**src/rtl/vca_pkg.sv**
```systemverilog
package vca_pkg;
  typedef enum logic {PH_ADAPT = 1'b0, PH_ESC = 1'b1} phase_e;

  function automatic int unsigned clog2_min1(input int unsigned v);
    return (v <= 1) ? 1 : $clog2(v);
  endfunction
endpackage

```
**src/rtl/vca_phase_ctrl.sv**
```systemverilog
module vca_phase_ctrl
  import vca_pkg::*;
#(
  parameter int unsigned BLOCK_LIMIT = 4
) (
  input  logic clk_i,
  input  logic rst_ni,
  input  logic valid_i,
  input  logic hdr_esc_i,
  input  logic no_free_i,
  input  logic done_i,
  output logic phase_o
);
  localparam int unsigned CW = clog2_min1(BLOCK_LIMIT);

  phase_e         ph_q;
  logic [CW-1:0]  cnt_q;
  logic           stall;

  assign stall = valid_i && !hdr_esc_i && (ph_q == PH_ADAPT) && no_free_i;

  always_ff @(posedge clk_i or negedge rst_ni) begin
    if (!rst_ni) begin
      ph_q  <= PH_ADAPT;
      cnt_q <= '0;
    end else if (done_i) begin
      ph_q  <= PH_ADAPT;
      cnt_q <= '0;
    end else if (valid_i && hdr_esc_i) begin
      ph_q  <= PH_ESC;
      cnt_q <= '0;
    end else if (stall) begin
      if (cnt_q == CW'(BLOCK_LIMIT - 1)) begin
        ph_q  <= PH_ESC;
        cnt_q <= '0;
      end else begin
        cnt_q <= cnt_q + 1'b1;
      end
    end else begin
      cnt_q <= '0;
    end
  end

  assign phase_o = (ph_q == PH_ESC);
endmodule

```
**src/rtl/vca_target_sel.sv**
```systemverilog
module vca_target_sel
  import vca_pkg::*;
#(
  parameter int unsigned NUM_OUT  = 4,
  parameter int unsigned NUM_ADPT = 2,
  localparam int unsigned VPP = NUM_ADPT + 1,
  localparam int unsigned NVC = NUM_OUT * VPP,
  localparam int unsigned PW  = clog2_min1(NUM_OUT),
  localparam int unsigned VW  = clog2_min1(VPP),
  localparam int unsigned TW  = clog2_min1(NVC)
) (
  input  logic               valid_i,
  input  logic               esc_i,
  input  logic [NUM_OUT-1:0] prod_i,
  input  logic [PW-1:0]      dor_i,
  input  logic [NVC-1:0]     busy_i,
  output logic               tgt_vld_o,
  output logic [TW-1:0]      tgt_idx_o,
  output logic [PW-1:0]      tgt_port_o,
  output logic [VW-1:0]      tgt_vc_o,
  output logic               no_free_o
);
  logic          a_found;
  logic [TW-1:0] a_idx;
  logic [PW-1:0] a_port;
  logic [VW-1:0] a_vc;
  logic [TW-1:0] e_idx;
  logic          e_free;

  // port-major scan, lowest adaptive channel first
  always_comb begin
    a_found = 1'b0;
    a_idx   = '0;
    a_port  = '0;
    a_vc    = '0;
    for (int p = 0; p < NUM_OUT; p++) begin
      for (int v = 0; v < NUM_ADPT; v++) begin
        if (!a_found && prod_i[p] && !busy_i[p*VPP+v]) begin
          a_found = 1'b1;
          a_idx   = TW'(p*VPP + v);
          a_port  = PW'(p);
          a_vc    = VW'(v);
        end
      end
    end
  end

  assign e_idx  = TW'(int'(dor_i) * VPP + NUM_ADPT);
  assign e_free = !busy_i[e_idx];

  always_comb begin
    if (esc_i) begin
      tgt_vld_o  = valid_i && e_free;
      tgt_idx_o  = e_idx;
      tgt_port_o = dor_i;
      tgt_vc_o   = VW'(NUM_ADPT);
    end else begin
      tgt_vld_o  = valid_i && a_found;
      tgt_idx_o  = a_idx;
      tgt_port_o = a_port;
      tgt_vc_o   = a_vc;
    end
  end

  assign no_free_o = !a_found;
endmodule

```
**src/rtl/vca_rr_arb.sv**
```systemverilog
module vca_rr_arb
  import vca_pkg::*;
#(
  parameter int unsigned N = 4,
  localparam int unsigned IW = clog2_min1(N)
) (
  input  logic         clk_i,
  input  logic         rst_ni,
  input  logic [N-1:0] req_i,
  output logic [N-1:0] gnt_o
);
  logic [IW-1:0] last_q;
  logic [IW-1:0] win;
  logic          hit;

  always_comb begin
    gnt_o = '0;
    hit   = 1'b0;
    win   = last_q;
    for (int k = 1; k <= N; k++) begin
      int c;
      c = (int'(last_q) + k) % N;
      if (!hit && req_i[c]) begin
        hit      = 1'b1;
        gnt_o[c] = 1'b1;
        win      = IW'(c);
      end
    end
  end

  always_ff @(posedge clk_i or negedge rst_ni) begin
    if (!rst_ni)  last_q <= IW'(N - 1);
    else if (hit) last_q <= win;
  end
endmodule

```
**src/rtl/escape_vc_alloc.sv**
```systemverilog
module escape_vc_alloc
  import vca_pkg::*;
#(
  parameter int unsigned NUM_REQ     = 4,
  parameter int unsigned NUM_OUT     = 4,
  parameter int unsigned NUM_ADPT    = 2,
  parameter int unsigned BLOCK_LIMIT = 4,
  localparam int unsigned VPP = NUM_ADPT + 1,
  localparam int unsigned NVC = NUM_OUT * VPP,
  localparam int unsigned PW  = clog2_min1(NUM_OUT),
  localparam int unsigned VW  = clog2_min1(VPP),
  localparam int unsigned TW  = clog2_min1(NVC)
) (
  input  logic                       clk_i,
  input  logic                       rst_ni,
  input  logic [NUM_REQ-1:0]         req_valid_i,
  input  logic [NUM_REQ-1:0]         req_esc_i,
  input  logic [NUM_REQ*NUM_OUT-1:0] req_prod_i,
  input  logic [NUM_REQ*PW-1:0]      req_dor_i,
  input  logic [NUM_REQ-1:0]         pkt_done_i,
  input  logic [NVC-1:0]             vc_release_i,
  output logic [NUM_REQ-1:0]         gnt_o,
  output logic [NUM_REQ*PW-1:0]      gnt_port_o,
  output logic [NUM_REQ*VW-1:0]      gnt_vc_o,
  output logic [NUM_REQ-1:0]         gnt_esc_o,
  output logic [NVC-1:0]             vc_busy_o
);
  logic [NVC-1:0]     busy_q;
  logic [NVC-1:0]     gset;
  logic [NUM_REQ-1:0] phase_w;
  logic [NUM_REQ-1:0] esc_eff;
  logic [NUM_REQ-1:0] no_free;
  logic [NUM_REQ-1:0] tgt_vld;
  logic [TW-1:0]      tgt_idx  [NUM_REQ];
  logic [PW-1:0]      tgt_port [NUM_REQ];
  logic [VW-1:0]      tgt_vc   [NUM_REQ];
  logic [NUM_REQ-1:0] vc_req   [NVC];
  logic [NUM_REQ-1:0] vc_gnt   [NVC];

  for (genvar i = 0; i < NUM_REQ; i++) begin : g_req
    vca_phase_ctrl #(.BLOCK_LIMIT(BLOCK_LIMIT)) u_phase (
      .clk_i     (clk_i),
      .rst_ni    (rst_ni),
      .valid_i   (req_valid_i[i]),
      .hdr_esc_i (req_esc_i[i]),
      .no_free_i (no_free[i]),
      .done_i    (pkt_done_i[i]),
      .phase_o   (phase_w[i])
    );

    assign esc_eff[i] = phase_w[i] | (req_valid_i[i] & req_esc_i[i]);

    vca_target_sel #(.NUM_OUT(NUM_OUT), .NUM_ADPT(NUM_ADPT)) u_sel (
      .valid_i    (req_valid_i[i]),
      .esc_i      (esc_eff[i]),
      .prod_i     (req_prod_i[i*NUM_OUT +: NUM_OUT]),
      .dor_i      (req_dor_i[i*PW +: PW]),
      .busy_i     (busy_q),
      .tgt_vld_o  (tgt_vld[i]),
      .tgt_idx_o  (tgt_idx[i]),
      .tgt_port_o (tgt_port[i]),
      .tgt_vc_o   (tgt_vc[i]),
      .no_free_o  (no_free[i])
    );

    assign gnt_port_o[i*PW +: PW] = gnt_o[i] ? tgt_port[i] : '0;
    assign gnt_vc_o[i*VW +: VW]   = gnt_o[i] ? tgt_vc[i]   : '0;
    assign gnt_esc_o[i]           = gnt_o[i] & esc_eff[i];
  end

  for (genvar t = 0; t < NVC; t++) begin : g_vc
    always_comb begin
      for (int i = 0; i < NUM_REQ; i++)
        vc_req[t][i] = tgt_vld[i] && (tgt_idx[i] == TW'(t));
    end

    vca_rr_arb #(.N(NUM_REQ)) u_arb (
      .clk_i  (clk_i),
      .rst_ni (rst_ni),
      .req_i  (vc_req[t]),
      .gnt_o  (vc_gnt[t])
    );

    assign gset[t] = |vc_gnt[t];
  end

  always_comb begin
    gnt_o = '0;
    for (int t = 0; t < NVC; t++) gnt_o = gnt_o | vc_gnt[t];
  end

  // a grant wins over a release of the same channel
  always_ff @(posedge clk_i or negedge rst_ni) begin
    if (!rst_ni) busy_q <= '0;
    else         busy_q <= (busy_q & ~vc_release_i) | gset;
  end

  assign vc_busy_o = busy_q;
endmodule

```
**config.mk**
```make
export PLATFORM = sky130hd
export DESIGN_NAME = escape_vc_alloc
export DESIGN_NICKNAME = d
export VERILOG_FILES = /design/src/rtl/vca_pkg.sv /design/src/rtl/vca_phase_ctrl.sv /design/src/rtl/vca_target_sel.sv /design/src/rtl/vca_rr_arb.sv /design/src/rtl/escape_vc_alloc.sv
export SDC_FILE = /design/constraint.sdc
export NUM_CORES = 1
export LEC_CHECK = 0
export BUFFER_PORTS_ARGS = -buffer_cell sky130_fd_sc_hd__buf_2
export CORE_MARGIN = 3
export CORE_UTILIZATION = 40
export CTS_BUF_LIST = sky130_fd_sc_hd__clkbuf_16
export DETAILED_ROUTE_END_ITERATION = 8
export PLACE_DENSITY_LB_ADDON = 0.1
export SYNTH_ARGS = -nofsm -noshare
export SYNTH_HDL_FRONTEND = slang
export SYNTH_SLANG_ARGS = --single-unit
```
**constraint.sdc**
```tcl
create_clock -name clk_i -period 7.05 [get_ports clk_i]
set_input_delay 1.0575 -clock clk_i [delete_from_list [all_inputs] [get_ports clk_i]]
set_output_delay 1.0575 -clock clk_i [all_outputs]
set_load 0.05 [all_outputs]
```
# After elaboration in Yosys (flattened, before gate mapping)
# Index checks and enable logic that the tools add are counted.
# classes
bitwise_logic	66
order_cmp	100
n_reduce_logical	352
add_sub_neg	56
mux	512
n_eq_ne	48
multipliers	4
# ops
op	n
$mux W1	240
$mux W4	60
$logic_and A1 B1 Y1	216
$mux W2	100
$or A4 B4 Y4	47
$lt A2 B3 Y1 const B	48
$bmux W1 S2	48
$demux W1 S2	48
$ge A2 B1 Y1 const B	48
$logic_not A1 Y1	84
$eq A4 B3 Y1 const B	16
$eq A4 B4 Y1 const B	16
$add A2 B1 Y2 const B	28
$add A2 B2 Y2 const B	24
$reduce_bool A4 Y1	12
$reduce_or A4 Y1	12
$mux W3	12
$eq A4 B2 Y1 const B	8
$reduce_and A2 Y1	16
$reduce_bool A3 Y1	8
$lt A4 B5 Y1 const B	4
$add A4 B2 Y4 const B	4
$bmux W1 S4	4
$eq A4 B1 Y1 const B	4
9 further kinds	31
# totals
output_inout_bits	36
in_bits	50
register_bits	48
elab_cells	1159

# Depth between registers and ports, before layout
# Gate-level depths: netlist (run 1).
# depth
ltp_word	58
depth_mapped	19

# By module
# From an unflattened synthesis (run 1), not the netlist that was laid out.
# unflattened
cells_unflattened	1188
hier_area_um2	9810.7
# by_module_without_submodules
module	seq_area_each_um2	cells_per_inst	area_per_inst_um2	instances
vca_rr_arb at g_vc[0].u_arb ...	52.6	63	541.8	11
vca_target_sel	0.0	53	381.6	4
escape_vc_alloc	300.3	180	1226.2	1
vca_phase_ctrl	75.1	10	140.1	4
vca_rr_arb at g_vc[9].u_arb	52.6	63	538.0	1

# Least setup slack after synthesis (run 1)
# OpenSTA, ideal clock, no wires.
# synth_timing
path_kind	input port to output port
start	input req_dor_i[6]
end	output gnt_port_o[7]
path_buffers	1
path_slack_ns	0.411
stages	15
required_time_ns	5.992
t_arrival_ns	5.582
path_cell_list	inv_1 -> ha_1 -> buf_2 -> nor2b_1 -> a2111oi_0 -> or4_1 -> o21ai_2 -> nor3_2 -> mux4_2 -> a211oi_1 -> nand2_1 -> nand4_1 -> nor4_1 -> nand4_1 -> a21boi_0
# synth_between
elab_chain_cells	32
word_cells_on_any_way	332
classes_between	add/sub (1); mul (1); eq/ne (11); mux (185); bitwise (47); reduce/logical (87)
# synth_lines
item	line_no	rtl
from (decl)	escape_vc_alloc.sv:19	input logic [NUM_REQ*PW-1:0] req_dor_i,
$mul A2 B2 Y4 *	vca_target_sel.sv:48	assign e_idx = TW'(int'(dor_i) * VPP + NUM_ADPT);
$add A4 B2 Y4 *	vca_target_sel.sv:48	
$bmux W1 S4	vca_target_sel.sv:49	assign e_free = !busy_i[e_idx];
$mux W1 (not written as such)	vca_target_sel.sv:49	
$logic_not A1 Y1	vca_target_sel.sv:49	
$logic_and A1 B1 Y1	vca_target_sel.sv:53	tgt_vld_o = valid_i && e_free;
$mux W1	vca_target_sel.sv:52	if (esc_i) begin
$logic_and A1 B1 Y1	escape_vc_alloc.sv:74	vc_req[t][i] = tgt_vld[i] && (tgt_idx[i] == TW'(t));
[... 8 more ...]	-	
$mux W1	vca_rr_arb.sv:23	if (!hit && req_i[c]) begin
$logic_not A1 Y1	vca_rr_arb.sv:23	
$logic_and A1 B1 Y1	vca_rr_arb.sv:23	
$mux W4	vca_rr_arb.sv:23	
$or A4 B4 Y4 (10 in a row)	escape_vc_alloc.sv:89	for (int t = 0; t < NVC; t++) gnt_o = gnt_o | vc_gnt[t];
$or A4 B4 Y4 *	escape_vc_alloc.sv:89	
net gnt_o[3]	escape_vc_alloc.sv:22	output logic [NUM_REQ-1:0] gnt_o,
$mux W2 *	escape_vc_alloc.sv:66	assign gnt_port_o[i*PW +: PW] = gnt_o[i] ? tgt_port[i] : '0;
to (decl)	escape_vc_alloc.sv:23	output logic [NUM_REQ*PW-1:0] gnt_port_o,
# Mark *: on every way through the listed nets, which the timed path passes. The rest lies on a longest branch. The select of a mux whose other input is x is not followed.

# Final worst setup path (run 1)
# layout_timing
start	input req_dor_i[6]
end	output gnt_vc_o[4]
# layout_between
elab_chain_cells	32
word_cells_on_any_way	332
classes_between	add/sub (1); mul (1); eq/ne (11); mux (185); bitwise (47); reduce/logical (87)
# layout_lines
item	line_no	rtl
$mul A2 B2 Y4 *	vca_target_sel.sv:48	
$add A4 B2 Y4 *	vca_target_sel.sv:48	
$bmux W1 S4	vca_target_sel.sv:49	
$mux W1 (not written as such)	vca_target_sel.sv:49	
$logic_not A1 Y1	vca_target_sel.sv:49	
$logic_and A1 B1 Y1	vca_target_sel.sv:53	
$mux W1	vca_target_sel.sv:52	
$logic_and A1 B1 Y1	escape_vc_alloc.sv:74	
[... 7 more ...]	-	
$logic_and A1 B1 Y1	vca_rr_arb.sv:23	
$mux W1	vca_rr_arb.sv:23	
$logic_not A1 Y1	vca_rr_arb.sv:23	
$logic_and A1 B1 Y1	vca_rr_arb.sv:23	
$mux W4	vca_rr_arb.sv:23	
$or A4 B4 Y4 (10 in a row)	escape_vc_alloc.sv:89	
$or A4 B4 Y4 *	escape_vc_alloc.sv:89	
$mux W2 *	escape_vc_alloc.sv:67	assign gnt_vc_o[i*VW +: VW] = gnt_o[i] ? tgt_vc[i] : '0;
to (decl)	escape_vc_alloc.sv:24	output logic [NUM_REQ*VW-1:0] gnt_vc_o,
# Mark *: on every way between the ends. The rest lies on a longest branch, timed or not. The select of a mux whose other input is x is not followed.

==> impl_metrics.toml, run 1 <==
[floorplanning]
rows = 57
die_h_um = 164
core_mm2 = 0.0245
initial_utilization_pct = 40.9
die_w_um = 164
ios = 86
dieArea_mm2 = 0.0269

[power]
ir_drop_v = 0.000334
pwr_density_cell_mw_per_mm2 = 439
p_leak_nw = 4.57
total_power_mw = 4.88

[clock_network]
clk_path_buf_depth = 2
clkTransAtPathRegs_ns = 0.10
cts.sinks = 48
postCtsSetupBuffers = 0
insertion_delay_ns = 0.33
cts_tree = "done"
htreeDepth = 2
clockRootBuffer = "clkbuf_16"
numCtsBuffers = 5

[timing]
fmaxAchievable_mhz = 148
fin_skew_ns = 0.0237
slew_headroom_pct = 30.8
setup_ws_ns = 0.276
hold_violations = 0
setup_viol = 0
drv_slew = 0
worst_pin_slew_ns = 1.03
period_share_pct = 96.1
fin_setup_tns_ns = 0
period_needed_ns = 6.77

[drt]
avgRoutedWirePerCell_um = 24.1
drc = 0
topRoutingLayerUsed = "met4"
via_count = 11457
ant_nets = 0
wl_met2_mm = 17.4
routed_via_density = 6.67
dr.pass1.iters = 7
routed_wl_mm = 41.4
drt_iter0_markers = 1472
wl_met3_mm = 3.12
m1WireLength_mm = 18.9

[synthesis]
ys_top_cells_by_area = "ha_1 12%, dfstp_2 6.3%, dfrtp_1 6.0%, nand2_1 4.2%, mux4_2 4.1%"
synthDistinctLibCells = 107
synth_edf_count = 0
yosys.area_share.adder_pct = 12.0
yosysMostFrequentCell = "nand2_1"
ys.flop_type = "dfstp_2"
syn_area_mm2 = 0.0100
syn_inst = 1306
ys_warn_count = 0
synth-xor-area-share_pct = 0.964
synth_compound_area_share_pct = 31.0
netlist.area_leader.share_pct = 12.0
synthMuxAreaShare_pct = 8.89
synth_nets = 1452
synthArstFlopShare_pct = 100
synth_common_cells = "113 x nand2_1, 105 x nor2_1, 96 x ha_1"
synth_area_leader_cell = "ha_1"
yosysSeqAreaShare_pct = 12.3
synth_top_family_by_area = "compound AO/OA/AOI/OAI gates"
yosys.area_share.simple_pct = 29.3
postSynthAreaPerCell_um2 = 7.65
ys_seq_elements = 48

[global_route]
overflow = 0
antenna_found_initial = 0
grt_max_degree = 49
grt_pass1_vias = 10417
track_usage_pct = 30.1
grt_pass1_wl_mm = 62.9

[placed_design]
dp_hpwl_mm = 32.5
port_buffers = 85
place_ws_ns = 0.253
routabilityCongestion = 1.01

[setup_path]
reg2reg_slack_ns = 2.22
cp_max_fo = 10
crit_arrival_ns = 5.72
required_ns = 5.99
worst_setup_path_end_kind = "output pin"
cp-start-kind = "input port"
timing_worst_setup_path_type = "in -> out"
r2r_cells = 9
r2r-end = "vc_busy_o[11]"
worstReg2RegStart = "vc_busy_o[1]"

[hold_path]
holdPathEnd = "g_req[2].u_phase.cnt_q[0]"
min_path_cells = 1
hold_start = "g_req[2].u_phase.cnt_q[0]"
hold_path.class = "reg -> reg"

[outcome]
outcome = "complete, no violations"

[final_layout]
drive_gt1_share_pct = 18.2
area_delta_synth_final_pct = 11.1
diodes = 0
nets = 1539
nFillCells = 2509

[run]
max_cap_violations = 0
-- stage by stage --
stage	hold slack, ns	instance area [µm²]	utilization, %	cells
final	0.444	11100	45.4	1718
after global routing	0.454	11100	45.4	1718
after CTS	0.445	11100	45.3	1718
after detailed placement	0.429	10900	44.7	1710
after global placement	0.428	10900	44.7	1710
after floorplan	0.414	10000	-	1306
-- flip-flops by register name (all words and copies together) (netlist names) --
| signal | flops |
|---|---|
| g_vc.u_arb.last_q | 24 |
| vc_busy_o | 12 |
| g_req.u_phase.cnt_q | 8 |
| g_req.u_phase.phase_o | 4 |
-- cells by family after synthesis --
group / after synthesis
simple gates: 552
compound gates: 408
buf+inv: 127
fa+ha+maj: 96
mux: 64
flops: 48
xor+xnor: 11
-- timing repair --
item,in CTS,in global routing
resized for setup,0,4
hold buffers,0,0
setup endpoints to repair,0,8
-- where the power goes --
group,total (mW),switching (mW),internal (mW)
sequential,0.826,0.384,0.442
clock,0.276,0.145,0.131
combinational,3.77,2.51,1.26
total,4.88,3.04,1.83
-- worst max-delay path, cell delays in order --
cell	delay, ns
buf_2	0.17
inv_1	0.13
ha_1	0.51
nor2b_1	0.09
a2111oi_1	0.48
nor4_1	0.16
a221o_1	0.45
nor3_2	0.42
mux2i_1	0.24
mux2i_1	0.39
nand2b_1	0.31
o211ai_1	0.19
a211o_1	0.35
nor4_4	0.29
buf_4	0.21
a311oi_1	0.06
buf_2	0.22
-- how the worst max path moves through the flow --
stage                       from             to  depth (start not counted)
global route        req_dor_i[6]    gnt_vc_o[2]                         17
detailed placement  req_dor_i[6]    gnt_vc_o[2]                         16
finish              req_dor_i[6]    gnt_vc_o[4]                         17
CTS                 req_dor_i[6]    gnt_vc_o[2]                         16
floorplan           req_dor_i[6]  gnt_port_o[7]                         15
global placement    req_dor_i[6]    gnt_vc_o[4]                         17
-- layer usage --
layer,vias up,GRT usage (%)
li1,5252,-
met3,104,4.69
met4,0,13.6
met2,593,45.3
met1,5508,42.3
met5,-,0
-- area by class of cell --
class	instances	area, µm²	share of cell area (%)
multi-input cells	1131	8240	74.2
flip-flops and latches	48	1230	11.1
clock inverters	3	16.3	0.146
well taps	324	405	3.65
clock buffers	5	125	1.13
inverters	72	270	2.43
repair buffers	135	813	7.32
-- cells in the final DEF, fill, tap and decap left out, types with 12 or more instances in the layout --
| cell type | count |
|---|---|
| buf_2 | 85 |
| a21oi_1 | 60 |
| mux4_2 | 18 |
| a22o_1 | 13 |
| mux2i_1 | 28 |
| mux2_2 | 17 |
| nand2_1 | 113 |
| nand3_1 | 72 |
| nor4_1 | 23 |
| a221oi_1 | 15 |
| a21o_1 | 12 |
| a22oi_1 | 16 |
| a31oi_1 | 27 |
| a211oi_1 | 18 |
| nand2b_1 | 21 |
| dfstp_2 | 24 |
| dfrtp_1 | 24 |
| o211ai_1 | 15 |
| and2_1 | 19 |
| nor3_1 | 51 |
| ha_1 | 96 |
| a21boi_0 | 13 |
| buf_4 | 49 |
| inv_1 | 70 |
| nor2b_1 | 22 |
| o22ai_1 | 12 |
| and3_1 | 13 |
| nand4_1 | 31 |
| o21ai_0 | 36 |
| nor2_1 | 105 |
No activity file was read; power rests on OpenSTA's default activity.
==> inputs of run 2 (changes only) <==
--- a/config.mk
+++ b/config.mk
@@ -6,6 +6,8 @@
 export NUM_CORES = 1
 export LEC_CHECK = 0
 export BUFFER_PORTS_ARGS = -buffer_cell sky130_fd_sc_hd__buf_2
+export CELL_PAD_IN_SITES_DETAIL_PLACEMENT = 1
+export CELL_PAD_IN_SITES_GLOBAL_PLACEMENT = 1
 export CORE_MARGIN = 3
 export CORE_UTILIZATION = 40
 export CTS_BUF_LIST = sky130_fd_sc_hd__clkbuf_16
==> run 2 against run 1 <==
Sequential share of layout area down 0.14 points. Register-to-register slack better by 0.06 ns. Non-clock buffer count up 17. Global-route usage up 2.1 points. Hold slack about the same. First-iteration DRC count down 26%. Combinational power up 2%. Final cell count up 0.99%. Routed wire length up 7.7%. Clock skew down 0.013 ns. Count of clock-buffer cells in the layout unchanged. Critical endpoint unchanged. Largest cell class unchanged.
==> impl_metrics.toml, run 2 (synthesized netlist as in run 1, its figures left out) <==
[outcome]
outcome = "complete, no violations"

[global_route]
antenna_found_initial = 0
grt_max_degree = 49
overflow = 0
grt_pass1_wl_mm = 67.7
track_usage_pct = 32.3
grt_pass1_vias = 11280

[drt]
drc = 0
dr.pass1.iters = 7
ant_nets = 0
avgRoutedWirePerCell_um = 25.7
routed_via_density = 6.72
via_count = 11651
drt_iter0_markers = 1082
routed_wl_mm = 44.6

[setup_path]
crit_arrival_ns = 5.89
required_ns = 5.99
worstReg2RegStart = "vc_busy_o[1]"
timing_worst_setup_path_type = "in -> out"
crit_start = "req_dor_i[2]"
cp_max_fo = 16
worst_setup_path_end_kind = "output pin"
cp-start-kind = "input port"

[timing]
fmaxAchievable_mhz = 144
period_needed_ns = 6.95
worst_pin_slew_ns = 0.866
fin_skew_ns = 0.0109
holdWs_ns = 0.444
fin_setup_tns_ns = 0
rsz0062_at_grt = "no"
drv_slew = 0
hold_violations = 0
setup_ws_ns = 0.100
period_share_pct = 98.6
setup_viol = 0
slew_headroom_pct = 42.2

[placed_design]
place_ws_ns = 0.227
dp_hpwl_mm = 35.4
port_buffers = 85
routabilityCongestion = 1.05

[clock_network]
clkTransAtPathRegs_ns = 0.08
postCtsSetupBuffers = 0
htreeDepth = 2
hold_buffers = 0
insertion_delay_ns = 0.32
cts.sinks = 48
cts_tree = "done"
numCtsBuffers = 5
clk_path_buf_depth = 2
clockRootBuffer = "clkbuf_16"

[floorplanning]
core_mm2 = 0.0245
die_h_um = 164
initial_utilization_pct = 40.9
die_w_um = 164
dieArea_mm2 = 0.0269
rows = 57
ios = 86

[hold_path]
hold_path.class = "reg -> reg"
hold_start = "g_req[2].u_phase.cnt_q[0]"

[final_layout]
top_register = "g_vc.u_arb.last_q"
final_util_pct = 46.0
layout_common_cells = "113 x nand2_1, 105 x nor2_1, 95 x ha_1"
drive_gt1_share_pct = 19.3
largest_reg_flops = 24
nets = 1556
area_delta_synth_final_pct = 12.5
final_common_cell = "nand2_1"
diodes = 0

[power]
ir_drop_v = 0.000293
p_comb_share_pct = 77.3
seq_power_share_pct = 17.0
switchingPower_mw = 3.11
pwr_density_cell_mw_per_mm2 = 442
swShare_pct = 62.6
p_int_mw = 1.86
total_power_mw = 4.97
pwr-share-clk_pct = 5.7
p_leak_nw = 4.65

[run]
max_cap_violations = 0
-- run 2: changes by cell type in the layout (fill, tap and decap cells not counted) --
cell,before,now
a2111oi_0,5,6
inv_1,70,68
o21ai_2,1,0
o21ai_4,0,1
nor4_1,23,24
nor4_2,3,2
ha_2,0,1
ha_1,96,95
a2111oi_1,3,2
buf_4,49,66
clkinvlp_4,0,2
-- run 2: worst paths after layout --
check	endpoint	slack, ns	cells after the start
hold reg to reg	g_req[2].u_phase.cnt_q[0]	0.44	1
hold / removal	g_req[2].u_phase.cnt_q[0]	0.44	1
min in group asynchronous	g_req[0].u_phase.cnt_q[0]	0.91	2
setup / recovery	gnt_vc_o[4]	0.10	17
setup reg to reg	vc_busy_o[0]	2.28	12
max in group asynchronous	vc_busy_o[8]	5.60	2
-- run 2: power groups by stage --
stage               combinational [mW]  sequential, mW  clock (mW)
finish                            3.84           0.847       0.283
detailed placement                3.76           0.835           0
floorplan                         2.67           0.668           0
global route                      4.09           0.866       0.295
global placement                  3.72           0.831           0
CTS                               3.77           0.832       0.287
-- run 2: worst max-delay path, cell delays in order --
cell      delay, ns
buf_2          0.18
inv_1          0.11
ha_1           0.44
mux2_2         0.36
o311ai_1       0.46
o21bai_4       0.29
buf_4          0.24
nor3_1         0.50
mux4_2         0.41
nand2_1        0.07
a31oi_1        0.32
and4b_1        0.28
nand4_1        0.19
nor4_4         0.07
buf_4          0.17
a311oi_1       0.37
buf_2          0.34
-- run 2: cell type report --
cell class / instances / area, µm²
clock buffer: 5 / 125
clock inverter: 3 / 23.8
fill: 3101 / 13200
inverter: 72 / 270
multi-input combinational: 1131 / 8250
sequential: 48 / 1230
tap: 324 / 405
timing repair buffer: 152 / 941
-- run 2: what timing repair did --
item	4_1_cts	5_1_grt
gates resized for setup	0	4
hold endpoints to repair	0	0
setup endpoints to repair	0	13
-- run 2: routing by layer --
metal | GRT usage (%) | routed length, µm | up-vias
li1 | - | - | 5287
met1 | 44.5 | 20000 | 5771
met2 | 51.0 | 19600 | 487
met3 | 3.73 | 2940 | 106
met4 | 13.3 | 2130 | 0
met5 | 0 | 0 | -
-- run 2: stage by stage --
| step | instance area (µm²) | instances |
|---|---|---|
| floorplan | 10000 | 1306 |
| global placement | 11100 | 1727 |
| detailed placement | 11100 | 1727 |
| CTS | 11200 | 1735 |
| global route | 11200 | 1735 |
| finish | 11200 | 1735 |
